--- config.mk ---
export PLATFORM = sky130hd
export DESIGN_NAME = llsc_monitor
export DESIGN_NICKNAME = d
export VERILOG_FILES = /design/src/rtl/llsc_pkg.sv /design/src/rtl/llsc_lookup.sv /design/src/rtl/llsc_age.sv /design/src/rtl/llsc_lock_hold.sv /design/src/rtl/llsc_monitor.sv
export SDC_FILE = /design/constraint.sdc
export NUM_CORES = 1
export LEC_CHECK = 0
export BUFFER_PORTS_ARGS = -buffer_cell sky130_fd_sc_hd__buf_2
export CORE_UTILIZATION = 30
export DETAILED_ROUTE_END_ITERATION = 7
export PLACE_DENSITY_LB_ADDON = 0.12
export SKIP_CTS_REPAIR_TIMING = 1
export SLEW_MARGIN = 15
export SYNTH_ARGS = -nofsm -noshare
export SYNTH_HDL_FRONTEND = slang
export SYNTH_SLANG_ARGS = --single-unit
--- constraint.sdc ---
create_clock -name clk -period 5.64 [get_ports clk]
set_clock_uncertainty 0.1 [all_clocks]
set_input_delay 0 -clock clk [delete_from_list [all_inputs] [get_ports clk]]
set_output_delay 0 -clock clk [all_outputs]
set_load 0.005 [all_outputs]
--- src/rtl/llsc_pkg.sv ---
// Shared encodings for the reservation monitor.
// Assumes the completion kind arrives as a 3-bit code.
package llsc_pkg;
    typedef enum logic [2:0] {
        OP_STORE = 3'd0,
        OP_LL    = 3'd1,
        OP_SC    = 3'd2,
        OP_LKRD  = 3'd3,
        OP_LKWR  = 3'd4
    } op_e;
endpackage

--- src/rtl/llsc_lookup.sv ---
// Compares one line address against every table entry.
// Assumes at most one valid entry per line, so the hit vector is one-hot or zero.
module llsc_lookup #(
    parameter int ENTRIES = 4,
    parameter int LINE_W  = 26
) (
    input  logic [ENTRIES-1:0]             ent_valid,
    input  logic [ENTRIES-1:0][LINE_W-1:0] ent_line,
    input  logic [LINE_W-1:0]              probe_line,
    output logic [ENTRIES-1:0]             hit_vec
);
    for (genvar g = 0; g < ENTRIES; g++) begin : g_cmp
        // Per-entry match of a valid entry against the probe.
        assign hit_vec[g] = ent_valid[g] && (ent_line[g] == probe_line);
    end
endmodule

--- src/rtl/llsc_age.sv ---
// Age matrix that names the entry set or refreshed longest ago.
// older[i][j]=1 means entry i was touched before entry j.
// Assumes the victim is used only when every entry is valid.
module llsc_age #(
    parameter int ENTRIES = 4,
    localparam int IDX_W  = $clog2(ENTRIES)
) (
    input  logic               clk,
    input  logic               rst_n,
    input  logic               touch_en,
    input  logic [IDX_W-1:0]   touch_idx,
    input  logic [ENTRIES-1:0] ent_valid,
    output logic [IDX_W-1:0]   victim_idx
);
    logic [ENTRIES-1:0][ENTRIES-1:0] older;
    logic [ENTRIES-1:0]              cand;

    // Mark the touched entry youngest relative to all others.
    always_ff @(posedge clk) begin
        if (!rst_n) begin
            older <= '0;
        end else if (touch_en) begin
            for (int j = 0; j < ENTRIES; j++) begin
                if (j != int'(touch_idx)) begin
                    older[touch_idx][j] <= 1'b0;
                    older[j][touch_idx] <= 1'b1;
                end
            end
        end
    end

    // An entry is a candidate when it is older than every other valid entry.
    always_comb begin
        for (int i = 0; i < ENTRIES; i++) begin
            cand[i] = ent_valid[i];
            for (int j = 0; j < ENTRIES; j++) begin
                if (j != i && ent_valid[j] && !older[i][j]) cand[i] = 1'b0;
            end
        end
    end

    // Pick the lowest-numbered candidate.
    always_comb begin
        victim_idx = '0;
        for (int i = ENTRIES - 1; i >= 0; i--) begin
            if (cand[i]) victim_idx = IDX_W'(i);
        end
    end
endmodule

--- src/rtl/llsc_lock_hold.sv ---
// Holds the line of an in-flight locked read-modify-write.
// Assumes the locked read and the locked write of a pair arrive in order.
module llsc_lock_hold #(
    parameter int LINE_W = 26
) (
    input  logic              clk,
    input  logic              rst_n,
    input  logic              set_en,
    input  logic              clr_en,
    input  logic [LINE_W-1:0] line_in,
    output logic              hold,
    output logic [LINE_W-1:0] hold_line
);
    // Raise on a locked read, drop on a locked write.
    always_ff @(posedge clk) begin
        if (!rst_n) begin
            hold      <= 1'b0;
            hold_line <= '0;
        end else if (set_en) begin
            hold      <= 1'b1;
            hold_line <= line_in;
        end else if (clr_en) begin
            hold      <= 1'b0;
        end
    end
endmodule

--- src/rtl/llsc_monitor.sv ---
// Reservation monitor for load-linked / store-conditional pairs.
// Keeps a table of (valid, line, owner) entries and answers each load-linked and
// store-conditional one cycle after its completion. Assumes at most one
// completion and one permission loss per cycle. Removals and the set are both
// computed from the state before the edge, and the set wins on a shared line.
module llsc_monitor #(
    parameter int ENTRIES = 4,
    parameter int LINE_W  = 26,
    parameter int ID_W    = 4
) (
    input  logic              clk,
    input  logic              rst_n,
    input  logic              cmp_valid,
    input  logic [2:0]        cmp_kind,
    input  logic [LINE_W-1:0] cmp_line,
    input  logic [ID_W-1:0]   cmp_id,
    input  logic              cmp_present,
    input  logic              loss_valid,
    input  logic [LINE_W-1:0] loss_line,
    input  logic              loss_sc_pend,
    output logic              rsp_valid,
    output logic              rsp_ok,
    output logic              lock_hold,
    output logic [LINE_W-1:0] lock_line
);
    import llsc_pkg::*;

    localparam int IDX_W = $clog2(ENTRIES);

    logic [ENTRIES-1:0]             res_valid;
    logic [ENTRIES-1:0][LINE_W-1:0] res_line;
    logic [ENTRIES-1:0][ID_W-1:0]   res_id;

    logic [ENTRIES-1:0] cmp_hit_vec, loss_hit_vec;
    logic [ENTRIES-1:0] clr_vec, set_vec;
    logic               cmp_hit, owner_match;
    logic [IDX_W-1:0]   cmp_idx, free_idx, victim_idx, alloc_idx;
    logic               any_free;
    logic               is_ll, is_sc, is_wr, is_lkrd, is_lkwr;

    llsc_lookup #(.ENTRIES(ENTRIES), .LINE_W(LINE_W)) u_cmp_lu (
        .ent_valid (res_valid),
        .ent_line  (res_line),
        .probe_line(cmp_line),
        .hit_vec   (cmp_hit_vec)
    );

    llsc_lookup #(.ENTRIES(ENTRIES), .LINE_W(LINE_W)) u_loss_lu (
        .ent_valid (res_valid),
        .ent_line  (res_line),
        .probe_line(loss_line),
        .hit_vec   (loss_hit_vec)
    );

    llsc_age #(.ENTRIES(ENTRIES)) u_age (
        .clk       (clk),
        .rst_n     (rst_n),
        .touch_en  (is_ll),
        .touch_idx (alloc_idx),
        .ent_valid (res_valid),
        .victim_idx(victim_idx)
    );

    llsc_lock_hold #(.LINE_W(LINE_W)) u_lock (
        .clk      (clk),
        .rst_n    (rst_n),
        .set_en   (is_lkrd),
        .clr_en   (is_lkwr),
        .line_in  (cmp_line),
        .hold     (lock_hold),
        .hold_line(lock_line)
    );

    // Decode the completion kind.
    always_comb begin
        is_ll   = cmp_valid && (cmp_kind == OP_LL);
        is_sc   = cmp_valid && (cmp_kind == OP_SC);
        is_lkrd = cmp_valid && (cmp_kind == OP_LKRD);
        is_lkwr = cmp_valid && (cmp_kind == OP_LKWR);
        is_wr   = cmp_valid && (cmp_kind == OP_STORE || cmp_kind == OP_LKRD ||
                                cmp_kind == OP_LKWR);
    end

    // Encode the completion hit and the first free entry.
    always_comb begin
        cmp_idx  = '0;
        free_idx = '0;
        for (int i = ENTRIES - 1; i >= 0; i--) begin
            if (cmp_hit_vec[i]) cmp_idx = IDX_W'(i);
            if (!res_valid[i])  free_idx = IDX_W'(i);
        end
        cmp_hit     = |cmp_hit_vec;
        any_free    = !(&res_valid);
        owner_match = cmp_hit && (res_id[cmp_idx] == cmp_id);
    end

    // Choose the entry a load-linked writes: own line, free slot, or oldest.
    always_comb begin
        if (cmp_hit)       alloc_idx = cmp_idx;
        else if (any_free) alloc_idx = free_idx;
        else               alloc_idx = victim_idx;
    end

    // Gather removals from all sources and the single set.
    always_comb begin
        clr_vec = '0;
        if (is_sc)                              clr_vec = clr_vec | cmp_hit_vec;
        if (is_wr && cmp_present && owner_match) clr_vec = clr_vec | cmp_hit_vec;
        if (loss_valid && loss_sc_pend)         clr_vec = clr_vec | loss_hit_vec;
        set_vec = '0;
        if (is_ll) set_vec[alloc_idx] = 1'b1;
    end

    for (genvar g = 0; g < ENTRIES; g++) begin : g_ent
        // Update one entry; a set overrides a removal.
        always_ff @(posedge clk) begin
            if (!rst_n) begin
                res_valid[g] <= 1'b0;
                res_line[g]  <= '0;
                res_id[g]    <= '0;
            end else if (set_vec[g]) begin
                res_valid[g] <= 1'b1;
                res_line[g]  <= cmp_line;
                res_id[g]    <= cmp_id;
            end else if (clr_vec[g]) begin
                res_valid[g] <= 1'b0;
            end
        end
    end

    // Register the response for load-linked and store-conditional.
    always_ff @(posedge clk) begin
        if (!rst_n) begin
            rsp_valid <= 1'b0;
            rsp_ok    <= 1'b0;
        end else begin
            rsp_valid <= is_ll || is_sc;
            rsp_ok    <= is_ll || (is_sc && owner_match);
        end
    end
endmodule

==> run summary <==
The pin slew with the least headroom to its limit was 926 ps. Among all flip-flop cells after synthesis, the most frequent one is sky130_fd_sc_hd__dfxtp_1. The starting utilization of the core area was 0.309; the routed wirelength normalized by instance count was 21.5 µm. The synthesized design contains 0 enable-type register cells. At the later pin of the worst-skew pair, clock insertion delay measures 450 ps.

The final layout contains 1149 nets. The clock root buffer master is sky130_fd_sc_hd__clkbuf_16. Sorting the synthesized cells by area gives the leading types as sky130_fd_sc_hd__dfxtp_1 37%, sky130_fd_sc_hd__mux2i_1 13%, sky130_fd_sc_hd__xnor2_1 11%, sky130_fd_sc_hd__xor2_1 9.5%, sky130_fd_sc_hd__nor2_1 5.4%.

TritonCTS built the clock tree. The worst-case headroom to the max-slew limit is 0.381, and the via count of the first global-routing pass is 7015. In this run the count of I/O pins placed on the die edge is 94. Across the run, the number of max-cap violations was 0. The number of hold violations in the final report was 0. In the routed design, unresolved DRC markers number 0. The first-pass GRT wire length is 47300 µm, and the area share of the leading cell type in the synthesized netlist is 0.368.

The die is 175 µm wide. For this design, the sink count on the clock tree is 165. The worst hold path terminates at res_valid[1]. In the post-synthesis netlist, the cell with the most instances is sky130_fd_sc_hd__dfxtp_1. The run gives 5 as the first-pass iteration count of the detailed router. The layout cell share with drive strength beyond 1 is 0.139. Setup repair after global routing left no endpoint under its margin.

The count of cells along the worst register-to-register path is 10. Total standard cell area after synthesis: 0.00898 mm². In this run the worst path has a maximum fanout of 18.

Main combinational cell family by area after synthesis: XOR/XNOR gates. In this run the core area contains 62 standard-cell rows. The mux share of post-synthesis cell area was 0.135. Launch instance of the worst register-to-register path: res_line[87]. The detailed router finished its first iteration with 422 violations. The logs give 0 for the number of endpoints failing setup at the final stage and 0.0306 mm² for the die area. The logs give 4.33 nW for the static leakage and 5840 ps for the critical path data required time. The H-tree was split into 4 levels. The pre-CTS setup slack is 1740 ps. The commonest cells after synthesis are 165 x sky130_fd_sc_hd__dfxtp_1, 130 x sky130_fd_sc_hd__nor2_1, 121 x sky130_fd_sc_hd__mux2i_1.

The endpoint identified for the worst register-to-register timing path is res_line[38]. After detailed routing, the total wire length is 31800 µm. IR analysis of the VDD net gives a maximum drop of 0.178 mV. The number of nets in the synthesized netlist is 1058.

The logs give 0 for the remaining antenna violation count and 0 for the aggregate global routing overflow. The tools report the endpoint class of the critical path as a register. The adder-cell share of the synthesized area came out at 0. The complex-gate fraction of the synthesized area is 0.0740. The fraction of the mapped netlist area in simple logic gates was 0.171; the post-detailed-route via-to-cell ratio was 4.87. Post-synthesis xor/xnor area fraction: 0.204. The origin of the worst min-delay path was cmp_present. In the post-route analysis, the smallest setup slack over all paths is 1680 ps. After clock tree synthesis, the clock-pin slew on the worst setup and hold paths is 70 ps. The signed area change from the synthesized netlist to the final layout is 18.2%.

The run gives 993 as the number of cells produced by synthesis. The flow ran to the end, and the final reports show no timing, DRC or antenna violations. The async set-reset flop share out of synthesis was 0. For the setup TNS after final layout, the log shows 0 ps. The tools report the startpoint type of the worst setup path as a register.

The tools report the deepest clock path buffer count as 2. TritonCTS created 17 clock buffers. Endpoint arrival time on the critical path: 4160 ps.

The total number of vias is 7222. The number of distinct library cells after synthesis is 71. The share of the yosys chip area belonging to registers was 0.368; the fmax was 0.253 GHz. Largest area contributor in the netlist: sky130_fd_sc_hd__dfxtp_1.

The congestion estimate from routability-driven global placement came to 0.894. The number of port buffers is 93, and the global router's overall resource usage is 0.211. Counting instances, the worst hold path has a depth of 6. The power per standard cell area is 253 mW/mm².

The register-to-register path setup slack came out at 1680 ps. The vertical die dimension was 175 µm. The synthesized area per cell is 9.04 µm². Yosys printed 0 warnings. The critical path class was register to register. Entering global routing, the biggest net connects 81 pins.

For the sum of net half-perimeters after detailed placement, the log shows 23100 µm. The run gives 1 as the number of antenna violations at the first check in global routing. The path class of the tightest hold or removal check is primary input to register. The fraction of the cycle the final worst path needs is 0.702, and the max-slew violation total from the final report is 0.

The core footprint was 0.0291 mm²; the final critical-path required period was 3960 ps. Synthesis inferred 165 register bits.
==> where the power goes <==
| part | switching [mW] | internal [mW] |
|---|---|---|
| Combinational | 0.174 | 0.102 |
| Clock | 0.556 | 0.668 |
| Sequential | 0.00999 | 1.18 |
| Total | 0.740 | 1.95 |
==> cell type report <==
| class | instances | area (µm²) |
|---|---|---|
| Clock inverter | 14 | 168 |
| Clock buffer | 18 | 429 |
| Sequential cell | 165 | 3300 |
| Fill cell | 3078 | 18500 |
| Tap cell | 384 | 480 |
| Inverter | 18 | 70.1 |
| Timing Repair Buffer | 138 | 906 |
| Multi-Input combinational cell | 744 | 5250 |
| Antenna cell | 1 | 2.50 |
==> kinds of logic after synthesis <==
family	after synthesis
compound gates	96
simple gates	318
xor+xnor	209
buf+inv	84
mux	121
flops	165
==> worst max-delay path by stage <==
| stage | from | depth (start not counted) | slack [ps] | to |
|---|---|---|---|---|
| floorplan | res_line[82] | 10 | 2760 | res_valid[1] |
| global placement | res_line[94] | 10 | 1790 | res_line[45] |
| detailed placement | res_line[94] | 10 | 1740 | res_line[51] |
| CTS | res_line[87] | 10 | 1690 | res_line[47] |
| global route | res_line[87] | 10 | 1460 | res_line[40] |
| finish | res_line[87] | 10 | 1680 | res_line[38] |
==> layout by cell type (no fill, tap or decap), types with 8 or more instances in the layout <==
cell	count
sky130_fd_sc_hd__buf_2	93
sky130_fd_sc_hd__clkbuf_16	17
sky130_fd_sc_hd__nand3_1	11
sky130_fd_sc_hd__inv_1	17
sky130_fd_sc_hd__dfxtp_1	165
sky130_fd_sc_hd__nor4_1	24
sky130_fd_sc_hd__nand2b_1	10
sky130_fd_sc_hd__a21oi_1	43
sky130_fd_sc_hd__mux2i_1	121
sky130_fd_sc_hd__buf_4	8
sky130_fd_sc_hd__nand4_1	32
sky130_fd_sc_hd__xor2_1	97
sky130_fd_sc_hd__xnor2_1	112
sky130_fd_sc_hd__nand2_1	73
sky130_fd_sc_hd__nor2_1	130
sky130_fd_sc_hd__dlygate4sd3_1	36
==> flip-flops by register name, summed over array words and instances, names as in the netlist, named ones only <==
name              cells
res_line            104
res_id               16
u_age.older           4
u_lock.hold_line     26
res_valid             4
rsp_ok                1
rsp_valid             1
u_lock.hold           1
==> through the flow <==
step,utilization,std cells,total power [mW],hold WS [ps],area [µm²]
detailed placement,0.332,1413,1.47,256,9650
CTS,0.352,1445,2.71,-212,10200
global route,0.365,1481,2.79,109,10600
finish,0.365,1482,2.69,53.3,10600
floorplan,-,993,1.36,43.9,8980
global placement,0.332,1413,1.47,238,9650
==> per-layer routing <==
layer  track usage  part of all wire
met3        0.0318             0.037
met2         0.337              0.46
met4        0.0670             0.019
met5             0                 0
met1         0.291              0.48
==> critical path: stages, from the launching register on <==
cell	delay, ps
sky130_fd_sc_hd__dfxtp_1	390
sky130_fd_sc_hd__xnor2_1	150
sky130_fd_sc_hd__nand4_1	200
sky130_fd_sc_hd__or4_4	630
sky130_fd_sc_hd__nor3_4	350
sky130_fd_sc_hd__a21oi_1	90
sky130_fd_sc_hd__o21ai_2	390
sky130_fd_sc_hd__nand4_2	790
sky130_fd_sc_hd__buf_12	470
sky130_fd_sc_hd__mux2i_1	160
sky130_fd_sc_hd__nor2_1	50
Power figures use the tool's default switching activity.
